[config.mk]
export PLATFORM = sky130hd
export DESIGN_NAME = manchester_decoder
export DESIGN_NICKNAME = d
export VERILOG_FILES = /design/src/rtl/mdec_pkg.sv /design/src/rtl/mdec_run_meter.sv /design/src/rtl/mdec_classifier.sv /design/src/rtl/mdec_pairer.sv /design/src/rtl/manchester_decoder.sv
export SDC_FILE = /design/constraint.sdc
export NUM_CORES = 1
export LEC_CHECK = 0
export BUFFER_PORTS_ARGS = -buffer_cell sky130_fd_sc_hd__buf_2
export CORE_MARGIN = 3
export CORE_UTILIZATION = 35
export CTS_CLUSTER_SIZE = 20
export DETAILED_ROUTE_END_ITERATION = 16
export PLACE_DENSITY_LB_ADDON = 0.08
export RECOVER_POWER = 50
export SLEW_MARGIN = 5
export SYNTH_ARGS = -nofsm -noshare
export SYNTH_HDL_FRONTEND = slang
export SYNTH_SLANG_ARGS = --single-unit
export TNS_END_PERCENT = 10
[constraint.sdc]
create_clock -name clk_i -period 16.67 [get_ports clk_i]
set_input_delay 0.8335 -clock clk_i [delete_from_list [all_inputs] [get_ports clk_i]]
set_output_delay 0.8335 -clock clk_i [all_outputs]
set_load 0.01 [all_outputs]
[src/rtl/mdec_pkg.sv]
package mdec_pkg;

  typedef enum logic [1:0] {
    RUN_REJECT = 2'd0,
    RUN_SHORT  = 2'd1,
    RUN_LONG   = 2'd2
  } run_kind_e;

  typedef struct packed {
    logic have;
    logic held;
    logic emit;
    logic slip;
  } pair_step_t;

  // One half-bit into the pairing slot.
  function automatic pair_step_t pair_step(input logic have, input logic held, input logic hb);
    pair_step_t r;
    r = '{have: 1'b1, held: hb, emit: 1'b0, slip: 1'b0};
    if (have) begin
      if (held != hb) begin
        r.have = 1'b0;
        r.emit = 1'b1;
      end else begin
        r.slip = 1'b1;
      end
    end
    return r;
  endfunction

endpackage

[src/rtl/mdec_run_meter.sv]
module mdec_run_meter #(
  parameter int RUN_W = 11
) (
  input  logic             clk_i,
  input  logic             rst_ni,
  input  logic             sample_i,
  input  logic             valid_i,
  output logic             evt_o,
  output logic [RUN_W-1:0] len_o,
  output logic             lvl_o,
  output logic             armed_o
);
  localparam logic [RUN_W-1:0] CNT_MAX = {RUN_W{1'b1}};

  logic             have_prev_q, prev_q, armed_q, evt_q, lvl_q;
  logic [RUN_W-1:0] cnt_q, len_q;

  always_ff @(posedge clk_i or negedge rst_ni) begin
    if (!rst_ni) begin
      have_prev_q <= 1'b0;
      prev_q      <= 1'b0;
      armed_q     <= 1'b0;
      evt_q       <= 1'b0;
      lvl_q       <= 1'b0;
      cnt_q       <= '0;
      len_q       <= '0;
    end else begin
      evt_q <= 1'b0;
      if (valid_i) begin
        have_prev_q <= 1'b1;
        prev_q      <= sample_i;
        if (!armed_q) begin
          if (have_prev_q && !prev_q && sample_i) begin
            armed_q <= 1'b1;
            cnt_q   <= RUN_W'(1);
          end
        end else if (sample_i != prev_q) begin
          evt_q <= 1'b1;
          len_q <= cnt_q;
          lvl_q <= prev_q;
          cnt_q <= RUN_W'(1);
        end else if (cnt_q != CNT_MAX) begin
          cnt_q <= cnt_q + RUN_W'(1);
        end
      end
    end
  end

  assign evt_o   = evt_q;
  assign len_o   = len_q;
  assign lvl_o   = lvl_q;
  assign armed_o = armed_q;

  a_r1_no_run_before_arm: assert property (@(posedge clk_i) disable iff (!rst_ni)
    !armed_q |-> !evt_q);

  a_r8_count_saturates: assert property (@(posedge clk_i) disable iff (!rst_ni)
    (armed_q && valid_i && sample_i == prev_q && cnt_q == CNT_MAX) |=> cnt_q == CNT_MAX);

endmodule

[src/rtl/mdec_classifier.sv]
module mdec_classifier
  import mdec_pkg::*;
#(
  parameter int PERIOD_W = 10,
  parameter int RUN_W    = PERIOD_W + 1
) (
  input  logic [RUN_W-1:0]    len_i,
  input  logic [PERIOD_W-1:0] period_i,
  output run_kind_e           kind_o
);
  logic [RUN_W-1:0] full, half, tol, d_half, d_full;

  always_comb begin
    full   = RUN_W'(period_i);
    half   = full >> 1;
    tol    = full >> 2;
    d_half = (len_i > half) ? len_i - half : half - len_i;
    d_full = (len_i > full) ? len_i - full : full - len_i;
    if (d_half < tol)      kind_o = RUN_SHORT;
    else if (d_full < tol) kind_o = RUN_LONG;
    else                   kind_o = RUN_REJECT;
  end

endmodule

[src/rtl/mdec_pairer.sv]
module mdec_pairer
  import mdec_pkg::*;
#(
  parameter int PERIOD_W = 10,
  parameter int TRACE_W  = 16
) (
  input  logic                clk_i,
  input  logic                rst_ni,
  input  logic                evt_i,
  input  run_kind_e           kind_i,
  input  logic                lvl_i,
  input  logic [PERIOD_W-1:0] period_i,
  input  logic [TRACE_W-1:0]  trace_len_i,
  output logic                bit_o,
  output logic                bit_valid_o,
  output logic                resync_o,
  output logic                run_err_o,
  output logic                wrong_clk_o
);
  localparam int HCNT_W = TRACE_W + 2;
  localparam int PROD_W = HCNT_W + PERIOD_W;

  logic              have_q, held_q, stop_q;
  logic [HCNT_W-1:0] hcnt_q, hcnt_nx;
  logic              over;
  pair_step_t        s1, s2;
  logic              have_nx, held_nx, emit_nx, slip_nx;
  logic [1:0]        n_half;

  always_comb begin
    n_half  = (kind_i == RUN_LONG) ? 2'd2 : (kind_i == RUN_SHORT) ? 2'd1 : 2'd0;
    hcnt_nx = hcnt_q + HCNT_W'(n_half);
    over    = (hcnt_nx > HCNT_W'(8)) &&
              ((PROD_W'(trace_len_i) << 1) <
               (PROD_W'(hcnt_nx - HCNT_W'(8)) * PROD_W'(period_i)));
    s1      = pair_step(have_q, held_q, lvl_i);
    s2      = pair_step(s1.have, s1.held, lvl_i);
    if (n_half == 2'd2) begin
      have_nx = s2.have;
      held_nx = s2.held;
      emit_nx = s1.emit | s2.emit;
      slip_nx = s1.slip | s2.slip;
    end else begin
      have_nx = s1.have;
      held_nx = s1.held;
      emit_nx = s1.emit;
      slip_nx = s1.slip;
    end
  end

  always_ff @(posedge clk_i or negedge rst_ni) begin
    if (!rst_ni) begin
      have_q      <= 1'b0;
      held_q      <= 1'b0;
      stop_q      <= 1'b0;
      hcnt_q      <= '0;
      bit_o       <= 1'b0;
      bit_valid_o <= 1'b0;
      resync_o    <= 1'b0;
      run_err_o   <= 1'b0;
    end else begin
      bit_valid_o <= 1'b0;
      resync_o    <= 1'b0;
      run_err_o   <= 1'b0;
      if (evt_i && !stop_q) begin
        if (kind_i == RUN_REJECT) begin
          run_err_o <= 1'b1;
        end else if (over) begin
          stop_q <= 1'b1;
        end else begin
          hcnt_q      <= hcnt_nx;
          have_q      <= have_nx;
          held_q      <= held_nx;
          bit_valid_o <= emit_nx;
          bit_o       <= lvl_i;
          resync_o    <= slip_nx;
        end
      end
    end
  end

  assign wrong_clk_o = stop_q;

  a_r5_slip_emits_nothing: assert property (@(posedge clk_i) disable iff (!rst_ni)
    resync_o |-> !bit_valid_o);

  a_r6_reject_is_silent: assert property (@(posedge clk_i) disable iff (!rst_ni)
    run_err_o |-> (!bit_valid_o && !resync_o));

  a_r7_stop_is_final: assert property (@(posedge clk_i) disable iff (!rst_ni)
    wrong_clk_o |=> (wrong_clk_o && !bit_valid_o && !resync_o && !run_err_o));

endmodule

[src/rtl/manchester_decoder.sv]
module manchester_decoder
  import mdec_pkg::*;
#(
  parameter int PERIOD_W = 10,
  parameter int TRACE_W  = 16
) (
  input  logic                clk_i,
  input  logic                rst_ni,
  input  logic                sample_i,
  input  logic                sample_valid_i,
  input  logic [PERIOD_W-1:0] period_i,
  input  logic [TRACE_W-1:0]  trace_len_i,
  output logic                bit_o,
  output logic                bit_valid_o,
  output logic                resync_o,
  output logic                run_err_o,
  output logic                wrong_clk_o
);
  localparam int RUN_W = PERIOD_W + 1;

  logic             evt, lvl, armed;
  logic [RUN_W-1:0] len;
  run_kind_e        kind;

  mdec_run_meter #(.RUN_W(RUN_W)) u_meter (
    .clk_i   (clk_i),
    .rst_ni  (rst_ni),
    .sample_i(sample_i),
    .valid_i (sample_valid_i),
    .evt_o   (evt),
    .len_o   (len),
    .lvl_o   (lvl),
    .armed_o (armed)
  );

  mdec_classifier #(.PERIOD_W(PERIOD_W), .RUN_W(RUN_W)) u_class (
    .len_i   (len),
    .period_i(period_i),
    .kind_o  (kind)
  );

  mdec_pairer #(.PERIOD_W(PERIOD_W), .TRACE_W(TRACE_W)) u_pair (
    .clk_i      (clk_i),
    .rst_ni     (rst_ni),
    .evt_i      (evt),
    .kind_i     (kind),
    .lvl_i      (lvl),
    .period_i   (period_i),
    .trace_len_i(trace_len_i),
    .bit_o      (bit_o),
    .bit_valid_o(bit_valid_o),
    .resync_o   (resync_o),
    .run_err_o  (run_err_o),
    .wrong_clk_o(wrong_clk_o)
  );

  a_r1_silent_until_armed: assert property (@(posedge clk_i) disable iff (!rst_ni)
    !armed |-> (!bit_valid_o && !resync_o && !run_err_o));

endmodule

==> impl_metrics.ini <==
[timing]
tns_ns = 0
drv_slew = 52
finalSetupViolations = 0
max_freq_mhz = 65.2
fin_crit_ns = 15.34
finalClockSkew_ns = 0.00277
hold_viol = 0
worst_pin_slew_ns = 2.75
rsz0062_at_grt = no
finalCritPeriodShare_pct = 92.0
slew_headroom_pct = -83.6

[global_routing]
grtUsageTotal_pct = 18.1
grt_start_max_net_pins = 52
gr-total-overflow = 0
grt_pass1_wl_um = 54200
grt_pass1_vias = 10000
antenna_found_initial = 0

[final_layout]
drive_gt1_share_pct = 6.92
num_antenna_cells = 0
regMostFlops = u_pair.hcnt_q
fillers = 3575
area_growth_pct = 6.49
largest_reg_flops = 18
layout.nets = 1736

[run_status]
status = complete, but fails checks
violations = max-capacitance violations, max-slew violations

[synth]
synth-seq-cells = 51
synth_top_area_share_pct = 26.8
yosysMostFrequentCell = inv_1
ys_seq_area_share_pct = 10.5
netlist_instances = 1425
yosysUniqueCellTypes = 95
syn_area_per_cell_um2 = 8.54
synth_fp_nets = 1732
syn_area_um2 = 12200
async_flop_share_pct = 100
synth_edf_count = 0
synth_top_cell_by_area = fa_1
synth_flop_cell = dfrtp_1
synthTopCellsByCount = inv_1, fa_1, nand2_1
ys_top_cells_by_area = fa_1, ha_1, dfrtp_1
yosysWarningCount = 0

[worst_setup_path]
cp_slowest_stage_delay_ns = 0.80
crit_required_ns = 16.84
cp_slowest_cell = xnor2_1
endpoint_kind = register
reg2reg_slack_ns = 2.14
cp_common_cell = inv_1
critPathMaxFanout = 20
arrival_ns = 15.51
critPathKind = in -> reg
cp_num_buf_inv = 9
critPathLaunchType = input port
path_delay_family = compound AO/OA/AOI/OAI gates

[detailed_routing]
via_per_inst = 5.22
drc = 0
dr_total_vias = 9803
drtAntennaViolNets = 0
first_iter_violations = 451
routed_wl_um = 32800
dr.pass1.iters = 5
wl_per_cell_um = 17.5

[clock_network]
cts.repair.resized = 0
cts_tree = done
cts.path.max_buffers = 2
numCtsBuffers = 5
clkSinkCount = 51
clk_pin_slew_ns = 0.06
post-cts-setup-buffers = 0
cts_max_level = 2
postCtsHoldBufs = 0
clock_latency_ns = 0.28
cts_root_buf = clkbuf_16

[floorplanning]
die_area_um2 = 37000
fp.dieW_um = 192
die_y_um = 192
core_area_um2 = 33900
rows = 67
ios = 35
initial_core_util_pct = 35.9

[place]
place_congestion = 0.894
dp_hpwl_um = 27000
io_buffers = 34

[min_path]
min_path_type = reg -> reg

[job]
drv_cap = 1
-- metal layers --
metal	GRT usage, %	part of all wire [%]	vias to the layer above
met5	0	0	-
met4	1.93	0.88	0
met3	0.908	2.2	13
met2	30.2	48	130
met1	26.9	49	4971
li1	-	-	4689
-- worst paths after layout --
check                                           startpoint                              end  cells past startpoint
setup / recovery                               period_i[9]    u_pair.hcnt_q[16]$_DFFE_PN0P_                     54
hold / removal             u_meter.have_prev_q$_DFFE_PN0P_  u_meter.have_prev_q$_DFFE_PN0P_                      1
setup reg to reg              u_meter.len_o[0]$_DFFE_PN0P_    u_pair.hcnt_q[16]$_DFFE_PN0P_                     54
hold reg to reg            u_meter.have_prev_q$_DFFE_PN0P_  u_meter.have_prev_q$_DFFE_PN0P_                      1
max in group asynchronous                           rst_ni     u_meter.cnt_q[8]$_DFFE_PN0P_                      2
min in group asynchronous                           rst_ni        u_pair.resync_o$_DFF_PN0_                      2
-- through the flow --
step           setup WS, ns  util (%)  hold slack, ns  instances  cell area [µm²]
3_3_place_gp          0.746      37.7           0.444       1870            12800
5_1_grt              0.0360      38.3           0.483       1878            13000
4_1_cts               0.496      38.2           0.480       1878            12900
3_5_place_dp          0.229      37.7           0.463       1870            12800
2_1_floorplan          2.56         -           0.431       1425            12200
6_report               1.33      38.3           0.475       1878            13000
-- cell usage in the layout (no fill, tap or decap), drive strengths merged, types with 31 or more instances in the layout --
| cell | instances |
|---|---|
| fa | 163 |
| nor2 | 80 |
| ha | 114 |
| nand2 | 134 |
| dfrtp | 51 |
| inv | 225 |
| and2 | 74 |
| xnor2 | 64 |
| a21oi | 63 |
| o21ai | 51 |
| buf | 50 |
| nor3 | 31 |
-- final cells by class --
cell class,instances,area [µm²],share of cell area (%)
clock buffer,8,156,1.21
inverter,225,845,6.52
multi-input combinational,1093,9810,75.7
sequential,51,1280,9.85
tap,448,561,4.33
timing repair buffer,53,307,2.37
-- worst register-to-register path: cells and delay by family, from the launching register on --
| kind | cells | cell delay, ns |
|---|---|---|
| AND/OR/NAND/NOR | 8 | 1.57 |
| AO/OA/AOI/OAI | 22 | 5.64 |
| XOR/XNOR | 3 | 1.14 |
| flip-flops | 1 | 0.46 |
| adder cells (fa/ha/maj) | 11 | 4.28 |
| multiplexers | 1 | 0.41 |
| buffers and inverters | 9 | 0.89 |
-- cell families after synthesis --
kind of cell / after synthesis / synth area share [%]
AOI/OAI and AO/OA: 244 / 13.7
xor gates and xnor gates: 85 / 6.12
adders and majority gates: 277 / 38.5
buffers and inverters: 281 / 9.10
DFF: 51 / 10.5
muxes: 22 / 2.02
and+or+nand+nor: 465 / 20.0
Power is left out: the tool's default activity adds up to more than one toggle a clock period on the data nets, which glitch-free logic cannot reach.
